$ cat config.mk
export PLATFORM = sky130hd
export DESIGN_NAME = rotprio_ctrl
export DESIGN_NICKNAME = d
export VERILOG_FILES = /design/src/rtl/rotprio_pkg.sv /design/src/rtl/rotprio_scan.sv /design/src/rtl/rotprio_judge.sv /design/src/rtl/rotprio_state.sv /design/src/rtl/rotprio_ctrl.sv
export SDC_FILE = /design/constraint.sdc
export NUM_CORES = 1
export LEC_CHECK = 0
export ABC_AREA = 1
export CAP_MARGIN = 30
export CORE_MARGIN = 2
export CORE_UTILIZATION = 50
export CTS_CLUSTER_SIZE = 8
export DETAILED_ROUTE_END_ITERATION = 8
export PLACE_DENSITY = 0.84
export SYNTH_ARGS = -nofsm -noshare
export SYNTH_HDL_FRONTEND = slang
export SYNTH_SLANG_ARGS = --single-unit
$ cat constraint.sdc
create_clock -name clk -period 4.11 [get_ports clk]
set_input_delay 0.822 -clock clk [delete_from_list [all_inputs] [get_ports clk]]
set_output_delay 0.822 -clock clk [all_outputs]
set_load 0.02 [all_outputs]
$ cat src/rtl/rotprio_pkg.sv
package rotprio_pkg;

    localparam int LW     = 3;
    localparam int NLINES = 1 << LW;
    localparam int VEC_W  = 8;
    localparam int VB_W   = VEC_W - LW;
    localparam int NSCAN  = 3;

    typedef logic [NLINES-1:0] linevec_t;
    typedef logic [LW-1:0]     line_t;

    // command codes; bit pattern is decoded by the command source
    typedef enum logic [2:0] {
        CMD_IDLE0      = 3'd0,
        CMD_EOI_NS     = 3'd1,
        CMD_IDLE2      = 3'd2,
        CMD_EOI_SP     = 3'd3,
        CMD_IDLE4      = 3'd4,
        CMD_EOI_NS_ROT = 3'd5,
        CMD_SETPRIO    = 3'd6,
        CMD_EOI_SP_ROT = 3'd7
    } cmd_e;

    typedef struct packed {
        logic  found;
        line_t line;
        line_t rank;
    } scan_t;

    typedef struct packed {
        logic auto_eoi;
        logic rot_aeoi;
        logic spec_mask;
        logic nest_skip;
        logic is_master;
    } mode_t;

    // scan slots
    localparam int SC_CAND = 0;
    localparam int SC_EFF  = 1;
    localparam int SC_RAW  = 2;

    localparam int CASCADE_LINE = 2;

    function automatic line_t next_line(input line_t l);
        return l + line_t'(1);
    endfunction

endpackage

$ cat src/rtl/rotprio_scan.sv
module rotprio_scan #(
    parameter int N = 8,
    parameter int W = 3
) (
    input  logic [W-1:0] base_i,
    input  logic [N-1:0] set_i,
    output logic         found_o,
    output logic [W-1:0] line_o,
    output logic [W-1:0] rank_o
);
    // walk from lowest rank upward, last hit in a descending loop wins
    always_comb begin
        found_o = 1'b0;
        line_o  = '0;
        rank_o  = '0;
        for (int k = N - 1; k >= 0; k--) begin
            logic [W-1:0] idx;
            idx = base_i + W'(k);
            if (set_i[idx]) begin
                found_o = 1'b1;
                line_o  = idx;
                rank_o  = W'(k);
            end
        end
    end
endmodule

$ cat src/rtl/rotprio_judge.sv
module rotprio_judge
    import rotprio_pkg::*;
(
    input  linevec_t req_i,
    input  linevec_t mask_i,
    input  linevec_t isr_i,
    input  line_t    base_i,
    input  mode_t    mode_i,
    output logic     due_o,
    output line_t    win_line_o,
    output scan_t    top_isr_o
);
    linevec_t scan_set [NSCAN];
    scan_t    scan_res [NSCAN];
    linevec_t block_keep;

    always_comb begin
        block_keep = '1;
        if (mode_i.spec_mask)
            block_keep = block_keep & ~mask_i;
        if (mode_i.nest_skip && mode_i.is_master)
            block_keep[CASCADE_LINE] = 1'b0;
    end

    assign scan_set[SC_CAND] = req_i & ~mask_i;
    assign scan_set[SC_EFF]  = isr_i & block_keep;
    assign scan_set[SC_RAW]  = isr_i;

    for (genvar g = 0; g < NSCAN; g++) begin : g_scan
        rotprio_scan #(.N(NLINES), .W(LW)) u_scan (
            .base_i  (base_i),
            .set_i   (scan_set[g]),
            .found_o (scan_res[g].found),
            .line_o  (scan_res[g].line),
            .rank_o  (scan_res[g].rank)
        );
    end

    assign due_o = scan_res[SC_CAND].found &&
                   (!scan_res[SC_EFF].found ||
                    (scan_res[SC_CAND].rank < scan_res[SC_EFF].rank));
    assign win_line_o = scan_res[SC_CAND].line;
    assign top_isr_o  = scan_res[SC_RAW];
endmodule

$ cat src/rtl/rotprio_state.sv
module rotprio_state
    import rotprio_pkg::*;
(
    input  logic     clk,
    input  logic     rst,
    input  logic     ack_i,
    input  logic     due_i,
    input  line_t    win_line_i,
    input  mode_t    mode_i,
    input  logic     cmd_valid_i,
    input  cmd_e     cmd_op_i,
    input  line_t    cmd_line_i,
    input  scan_t    top_isr_i,
    output linevec_t isr_o,
    output line_t    base_o
);
    linevec_t isr_q, isr_n;
    line_t    base_q, base_n;

    always_comb begin
        isr_n  = isr_q;
        base_n = base_q;
        if (ack_i) begin
            if (due_i) begin
                if (!mode_i.auto_eoi)
                    isr_n[win_line_i] = 1'b1;
                else if (mode_i.rot_aeoi)
                    base_n = next_line(win_line_i);
            end
        end else if (cmd_valid_i) begin
            unique case (cmd_op_i)
                CMD_EOI_NS: begin
                    if (top_isr_i.found)
                        isr_n[top_isr_i.line] = 1'b0;
                end
                CMD_EOI_NS_ROT: begin
                    if (top_isr_i.found) begin
                        isr_n[top_isr_i.line] = 1'b0;
                        base_n = next_line(top_isr_i.line);
                    end
                end
                CMD_EOI_SP: isr_n[cmd_line_i] = 1'b0;
                CMD_EOI_SP_ROT: begin
                    isr_n[cmd_line_i] = 1'b0;
                    base_n = next_line(cmd_line_i);
                end
                CMD_SETPRIO: base_n = next_line(cmd_line_i);
                default: ;
            endcase
        end
    end

    always_ff @(posedge clk) begin
        if (rst) begin
            isr_q  <= '0;
            base_q <= '0;
        end else begin
            isr_q  <= isr_n;
            base_q <= base_n;
        end
    end

    assign isr_o  = isr_q;
    assign base_o = base_q;
endmodule

$ cat src/rtl/rotprio_ctrl.sv
module rotprio_ctrl
    import rotprio_pkg::*;
(
    input  logic             clk,
    input  logic             rst,
    input  logic [NLINES-1:0] req_i,
    input  logic [NLINES-1:0] mask_i,
    input  logic             auto_eoi_i,
    input  logic             rot_aeoi_i,
    input  logic             spec_mask_i,
    input  logic             nest_skip_i,
    input  logic             is_master_i,
    input  logic [VB_W-1:0]  vec_base_i,
    input  logic             ack_i,
    input  logic             cmd_valid_i,
    input  logic [2:0]       cmd_op_i,
    input  logic [LW-1:0]    cmd_line_i,
    output logic             irq_o,
    output logic             ack_valid_o,
    output logic             ack_spur_o,
    output logic [LW-1:0]    ack_line_o,
    output logic [VEC_W-1:0] ack_vec_o,
    output logic [NLINES-1:0] isr_o,
    output logic [LW-1:0]    prio_base_o
);
    mode_t    mode;
    logic     due;
    line_t    win_line;
    scan_t    top_isr;
    linevec_t isr_cur;
    line_t    base_cur;
    line_t    ack_line_n;

    logic     irq_q, ackv_q, spur_q;
    line_t    ackl_q;
    logic [VEC_W-1:0] vec_q;

    assign mode = '{auto_eoi:  auto_eoi_i,
                    rot_aeoi:  rot_aeoi_i,
                    spec_mask: spec_mask_i,
                    nest_skip: nest_skip_i,
                    is_master: is_master_i};

    rotprio_judge u_judge (
        .req_i      (req_i),
        .mask_i     (mask_i),
        .isr_i      (isr_cur),
        .base_i     (base_cur),
        .mode_i     (mode),
        .due_o      (due),
        .win_line_o (win_line),
        .top_isr_o  (top_isr)
    );

    rotprio_state u_state (
        .clk         (clk),
        .rst         (rst),
        .ack_i       (ack_i),
        .due_i       (due),
        .win_line_i  (win_line),
        .mode_i      (mode),
        .cmd_valid_i (cmd_valid_i),
        .cmd_op_i    (cmd_e'(cmd_op_i)),
        .cmd_line_i  (cmd_line_i),
        .top_isr_i   (top_isr),
        .isr_o       (isr_cur),
        .base_o      (base_cur)
    );

    // nothing due: report the lowest line as spurious
    assign ack_line_n = due ? win_line : line_t'(NLINES - 1);

    always_ff @(posedge clk) begin
        if (rst) begin
            irq_q  <= 1'b0;
            ackv_q <= 1'b0;
            spur_q <= 1'b0;
            ackl_q <= '0;
            vec_q  <= '0;
        end else begin
            irq_q  <= due;
            ackv_q <= ack_i;
            if (ack_i) begin
                spur_q <= !due;
                ackl_q <= ack_line_n;
                vec_q  <= {vec_base_i, ack_line_n};
            end
        end
    end

    assign irq_o       = irq_q;
    assign ack_valid_o = ackv_q;
    assign ack_spur_o  = spur_q;
    assign ack_line_o  = ackl_q;
    assign ack_vec_o   = vec_q;
    assign isr_o       = isr_cur;
    assign prio_base_o = base_cur;
endmodule

==> metrics, run 1 <==
final worst path period share 90.3%; drt initial violations 419; sequential area share after synthesis 14.7%; netlist area before placement 0.00299 mm^2; count of final setup violators 0; number of global-route vias before repair 3580; peak fanout along the critical path 14; number of antenna repair diodes 0; startpoint type of the worst setup path input pin; share of Yosys cell area claimed by the top area cell type 24.2%; fraction of synthesized area in multiplexers 0%; Max Cap Viol 0; FF+latch count, synth 22; critical path start-end classification input pin to register; DRC errors left 0; compound-cell area share of the yosys netlist 11.0%; Bufs on Longest Clock Path 2; crit end category register; Post-Route WL 9.80 mm; post-synthesis net count 619; transition at the pin with the smallest max-transition slack 633 ps; Clock transition at path regs 80 ps; total iterations of the first detailed-routing run 5; Floorplan Core Area 0.00585 mm^2; Final #Nets 669; largest net degree at the start of global routing 28; source-to-sink clock delay at the later pin of the worst-skew pair 270 ps; Synth async-reset ratio 0%; count of clock tree sinks 22; Syn Inst Count 578; final critical-path required period 3710 ps; result of the run finished clean; Post-CTS Setup Bufs 0; global-route usage over all layers 29.1%; final sum of negative setup slack 0 ps; worst min-delay path class register to register; final worst clock skew 1.98 ps; flip-flop cell with the highest count after synthesis dfxtp_1; unrepaired setup endpoints after global routing false; level count of the clock H-tree 1; final hold violation count 0; maximum achievable frequency 269 MHz; initial core utilization 51.1%; gp weighted congestion 1.02; layout-stage area growth over the synthesis result 22.7%; antenna viol nets, final 0; GRT overflow 0; antenna violations before repair 0; leading cell type by number of instances after synthesis nand2_1; Crit path arrival time 3860 ps; horizontal die dimension 81.3 um; yosys synthesis warning count 0; die area 0.00661 mm^2; Unique masters post-synth 33; global-route wire length before repair 15.5 mm; DR WL/cell 14.0 um; number of hold-repair buffers added at the cts stage 0; final count of pins violating max slew 0; via count normalized by instance count 5.86; buffers added on ports 60; Mean Syn Cell Area 5.17 um^2; overall die height 81.3 um; area fraction in and, or, nand and nor cells after synthesis 57.2%; via total after detailed routing 4117; detailed-placement wirelength estimate 7.37 mm; PostCTS Resize Cnt 0; Synth top cells by count 193 x nand2_1, 130 x nand3_1, 62 x inv_1; adder and majority cell fraction of the synthesized area 2.09%; xor/xnor share of the synthesized area 1.68%; clock tree root buffer cell clkbuf_8; clock buffer count from CTS 3; clock tree from TritonCTS yes; Boundary Pins 61; largest cells by area after synthesis nand2_1 24%, nand3_1 22%, dfxtp_1 15%; cell taking the most area after synthesis nand2_1; hold_ws 485 ps; count of flip-flops with a built-in enable after synthesis 0; combinational family with the most area after synthesis simple AND/OR/NAND/NOR gates; number of core rows 28; critical path required time 4260 ps; share of cells above drive strength 1 3.99%; worst rel slew slack 57.5%
[placed cells by master (no fill, tap or decap)]
| master | count |
|---|---|
| a31oi_1 | 4 |
| o211ai_1 | 1 |
| nor2_1 | 44 |
| clkdlybuf4s50_1 | 60 |
| nand2_1 | 193 |
| o22ai_1 | 1 |
| buf_4 | 8 |
| nand2_2 | 2 |
| a32oi_1 | 2 |
| inv_1 | 62 |
| nand4_1 | 17 |
| nand3_2 | 1 |
| o21ai_0 | 17 |
| nand2_4 | 1 |
| dfxtp_1 | 22 |
| xnor2_1 | 2 |
| o21ai_1 | 2 |
| ha_1 | 5 |
| nor3_1 | 2 |
| a21boi_0 | 1 |
| inv_2 | 7 |
| a21oi_1 | 29 |
| clkinv_1 | 2 |
| nor4_1 | 2 |
| xnor2_2 | 1 |
| clkbuf_8 | 4 |
| nand3_1 | 130 |
| o21bai_1 | 2 |
| and2_0 | 1 |
| o221ai_1 | 1 |
| xor2_2 | 1 |
[worst max-delay path: stages]
cell,delay [ps]
clkdlybuf4s50_1,630
nand2_1,120
nand3_1,80
nand2_1,50
inv_1,60
nand2_1,70
nand2_1,80
nor2_1,40
a31oi_1,200
nand2_1,100
nor3_1,200
o21ai_0,160
ha_1,330
a21oi_1,150
nand2_1,60
nand2_1,60
nand2_2,80
nand2_4,140
nand3_1,210
nand2_1,130
a21oi_1,70
[layout make-up]
class                   count  area (um^2)
clock buffers               4         55.1
fillers                   564         2180
inverters                  71          267
multi-input cells         462         2150
flip-flops and latches     22          440
well taps                  75         93.8
repair buffers             68          661
[stage by stage]
step | util, % | cell area, um^2 | setup slack [ps] | cells
global route | 62.7 | 3670 | 69.5 | 702
floorplan | - | 2990 | 483 | 578
detailed placement | 61.7 | 3610 | 189 | 698
global placement | 61.7 | 3610 | 395 | 698
CTS | 62.7 | 3670 | 445 | 702
finish | 62.7 | 3670 | 398 | 702
[state kept, by name, indices dropped and copies added (netlist names)]
name,count
ack_spur_o,1
ack_line_o,2
irq_o,1
u_state.isr_o,8
u_state.base_o,3
ack_vec_o,6
ack_valid_o,1
[logic make-up (layout without fill, tap and decap cells)]
group,after synthesis,count (layout)
AOI/OAI and AO/OA,60,60
xor gates and xnor gates,4,4
buffers and inverters,94,143
adders and majority gates,5,5
DFF,22,22
and+or+nand+nor,393,393
[worst paths after layout]
kind / from / depth (start not counted) / slack, ps / end
max: spec_mask_i / 21 / 400 / u_state.isr_o[7]
min: ack_spur_o / 2 / 480 / ack_spur_o
max reg2reg: u_state.base_o[0] / 20 / 400 / u_state.isr_o[7]
min reg2reg: ack_spur_o / 2 / 480 / ack_spur_o
[layer usage]
layer | vias to the layer above | GRT usage [%] | routed length (um)
met1 | 1816 | 37.1 | 4050
met4 | 0 | 15.1 | 421
met3 | 53 | 3.00 | 892
met2 | 247 | 48.3 | 4440
met5 | - | 0 | 0
li1 | 2001 | - | -
Power of run 1 is not shown: default switching activity piles up to over one toggle a cycle in this logic, so the estimate is an artifact.
==> run 2, diff against run 1 <==
--- a/config.mk
+++ b/config.mk
@@ -7,7 +7,6 @@
 export LEC_CHECK = 0
 export ABC_AREA = 1
 export CAP_MARGIN = 30
-export CORE_MARGIN = 2
 export CORE_UTILIZATION = 50
 export CTS_CLUSTER_SIZE = 8
 export DETAILED_ROUTE_END_ITERATION = 8
==> metrics, run 2 (synthesis results as in run 1) <==
launch instance of the worst register-to-register path u_state.base_o[0]; core occupancy in the finished layout 64.8%; DR WL met2 4.62 mm; topmost layer with routed signal wires met4; maximum achievable frequency 267 MHz; drt initial violations 470; Post-DP Area 0.00361 mm^2; Clock transition at path regs 70 ps; buffers added on ports 60; horizontal die dimension 79.3 um; number of antenna repair diodes 0; Crit path arrival time 3890 ps; unrepaired setup endpoints after global routing false; number of cells on the worst hold path 2; length in cells of the worst reg-to-reg path 17; source-to-sink clock delay at the later pin of the worst-skew pair 260 ps; Hold Path Sink ack_spur_o; PostCTS Resize Cnt 0; antenna violations before repair 0; Boundary Pins 61; level count of the clock H-tree 1; detailed-placement wirelength estimate 7.56 mm; startpoint type of the worst setup path input pin; Post-Route WL 9.94 mm; gp weighted congestion 0.958; via count normalized by instance count 5.83; Floorplan Core Area 0.00564 mm^2; critical path start-end classification input pin to register; post-route standard cell area excluding fillers 0.00366 mm^2; share of cells above drive strength 1 3.99%; overall die height 79.3 um; peak fanout along the critical path 14; number of hold-repair buffers added at the cts stage 0; crit end category register; launch instance of the worst min-delay path ack_spur_o; worst rel slew slack 58.2%; die area 0.00629 mm^2; routed metal-1 wirelength 4.10 mm; Bufs on Longest Clock Path 2; Crit Reg-Reg Endpoint u_state.isr_o[1]; clock tree root buffer cell clkbuf_8; number of global-route vias before repair 3540; via total after detailed routing 4077; layout-stage area growth over the synthesis result 22.4%; final sum of negative setup slack 0 ps; global-route usage over all layers 31.1%; count of final setup violators 0; DRC errors left 0; GRT overflow 0; final count of pins violating max slew 0; fillcell total 573; number of core rows 27; Post-CTS Setup Bufs 0; commonest cells after routing, fill and taps aside 193 x nand2_1, 130 x nand3_1, 62 x inv_1; clock tree from TritonCTS yes; final critical-path required period 3750 ps; Final #Nets 670; multi-input logic area 0.00215 mm^2; antenna viol nets, final 0; DR WL/cell 14.2 um; result of the run finished clean; Max Cap Viol 0; transition at the pin with the smallest max-transition slack 622 ps; setup slack of the worst register-to-register path 690 ps; clock buffer count from CTS 3; wire length on met3 984 um; final worst clock skew 5.21 ps; most common cell after layout, fill and taps aside nand2_1; final hold violation count 0; number of flip-flops under the largest register name 8; largest net degree at the start of global routing 28; total iterations of the first detailed-routing run 6; final worst path period share 91.2%; global-route wire length before repair 15.7 mm; initial core utilization 53.0%; worst min-delay path class register to register; critical path required time 4250 ps; count of clock tree sinks 22; Reg area 440 um^2
run 2: cell count changes in the layout (fill, tap and decap cells not counted), sizes merged:
cell,delta
buf,+1
clkbuf,-1
run 2: how the worst max path moves through the flow:
| stage | slack (ps) | endpoint | from | depth (start not counted) |
|---|---|---|---|---|
| 2_1_floorplan | 480 | u_state.isr_o[2] | u_state.base_o[1] | 24 |
| 3_3_place_gp | 380 | u_state.isr_o[0] | spec_mask_i | 21 |
| 3_5_place_dp | 180 | u_state.isr_o[3] | spec_mask_i | 23 |
| 4_1_cts | 450 | u_state.isr_o[4] | spec_mask_i | 23 |
| 5_1_grt | 20 | u_state.isr_o[5] | spec_mask_i | 23 |
| 6_report | 360 | u_state.isr_o[1] | spec_mask_i | 21 |
run 2: critical path, stage by stage:
cell	delay, ps
clkdlybuf4s50_1	640
nand2_1	130
nand3_1	80
nand2_1	60
inv_1	60
nand2_1	60
nand2_1	90
nor2_1	40
a31oi_1	210
nand2_1	110
nor3_1	220
o21ai_0	150
ha_1	310
a21oi_1	150
nand2_1	60
nand2_1	70
nand2_2	80
nand2_4	140
nand3_1	210
nand2_1	130
a21oi_1	70
run 2: final cells by class:
class                           instances  area share (%)
Timing Repair Buffer                   69            18.3
Sequential cell                        22            12.0
Multi-Input combinational cell        462            58.8
Inverter                               71            7.29
Clock buffer                            3            1.13
Tap cell                               72            2.46
run 2: layer usage:
| layer | vias to the layer above | GRT usage [%] |
|---|---|---|
| met4 | 0 | 10.2 |
| met5 | - | 0 |
| met3 | 33 | 3.33 |
| li1 | 2002 | - |
| met2 | 247 | 55.0 |
| met1 | 1795 | 38.8 |
run 2: metrics by stage:
| step | std cells | setup slack, ps | hold WS [ps] |
|---|---|---|---|
| after floorplan | 578 | 483 | 545 |
| after global placement | 696 | 378 | 458 |
| after detailed placement | 696 | 177 | 467 |
| after CTS | 699 | 447 | 481 |
| after global routing | 699 | 22.0 | 504 |
| final | 699 | 363 | 491 |
Power of run 2 is left out for the same reason.
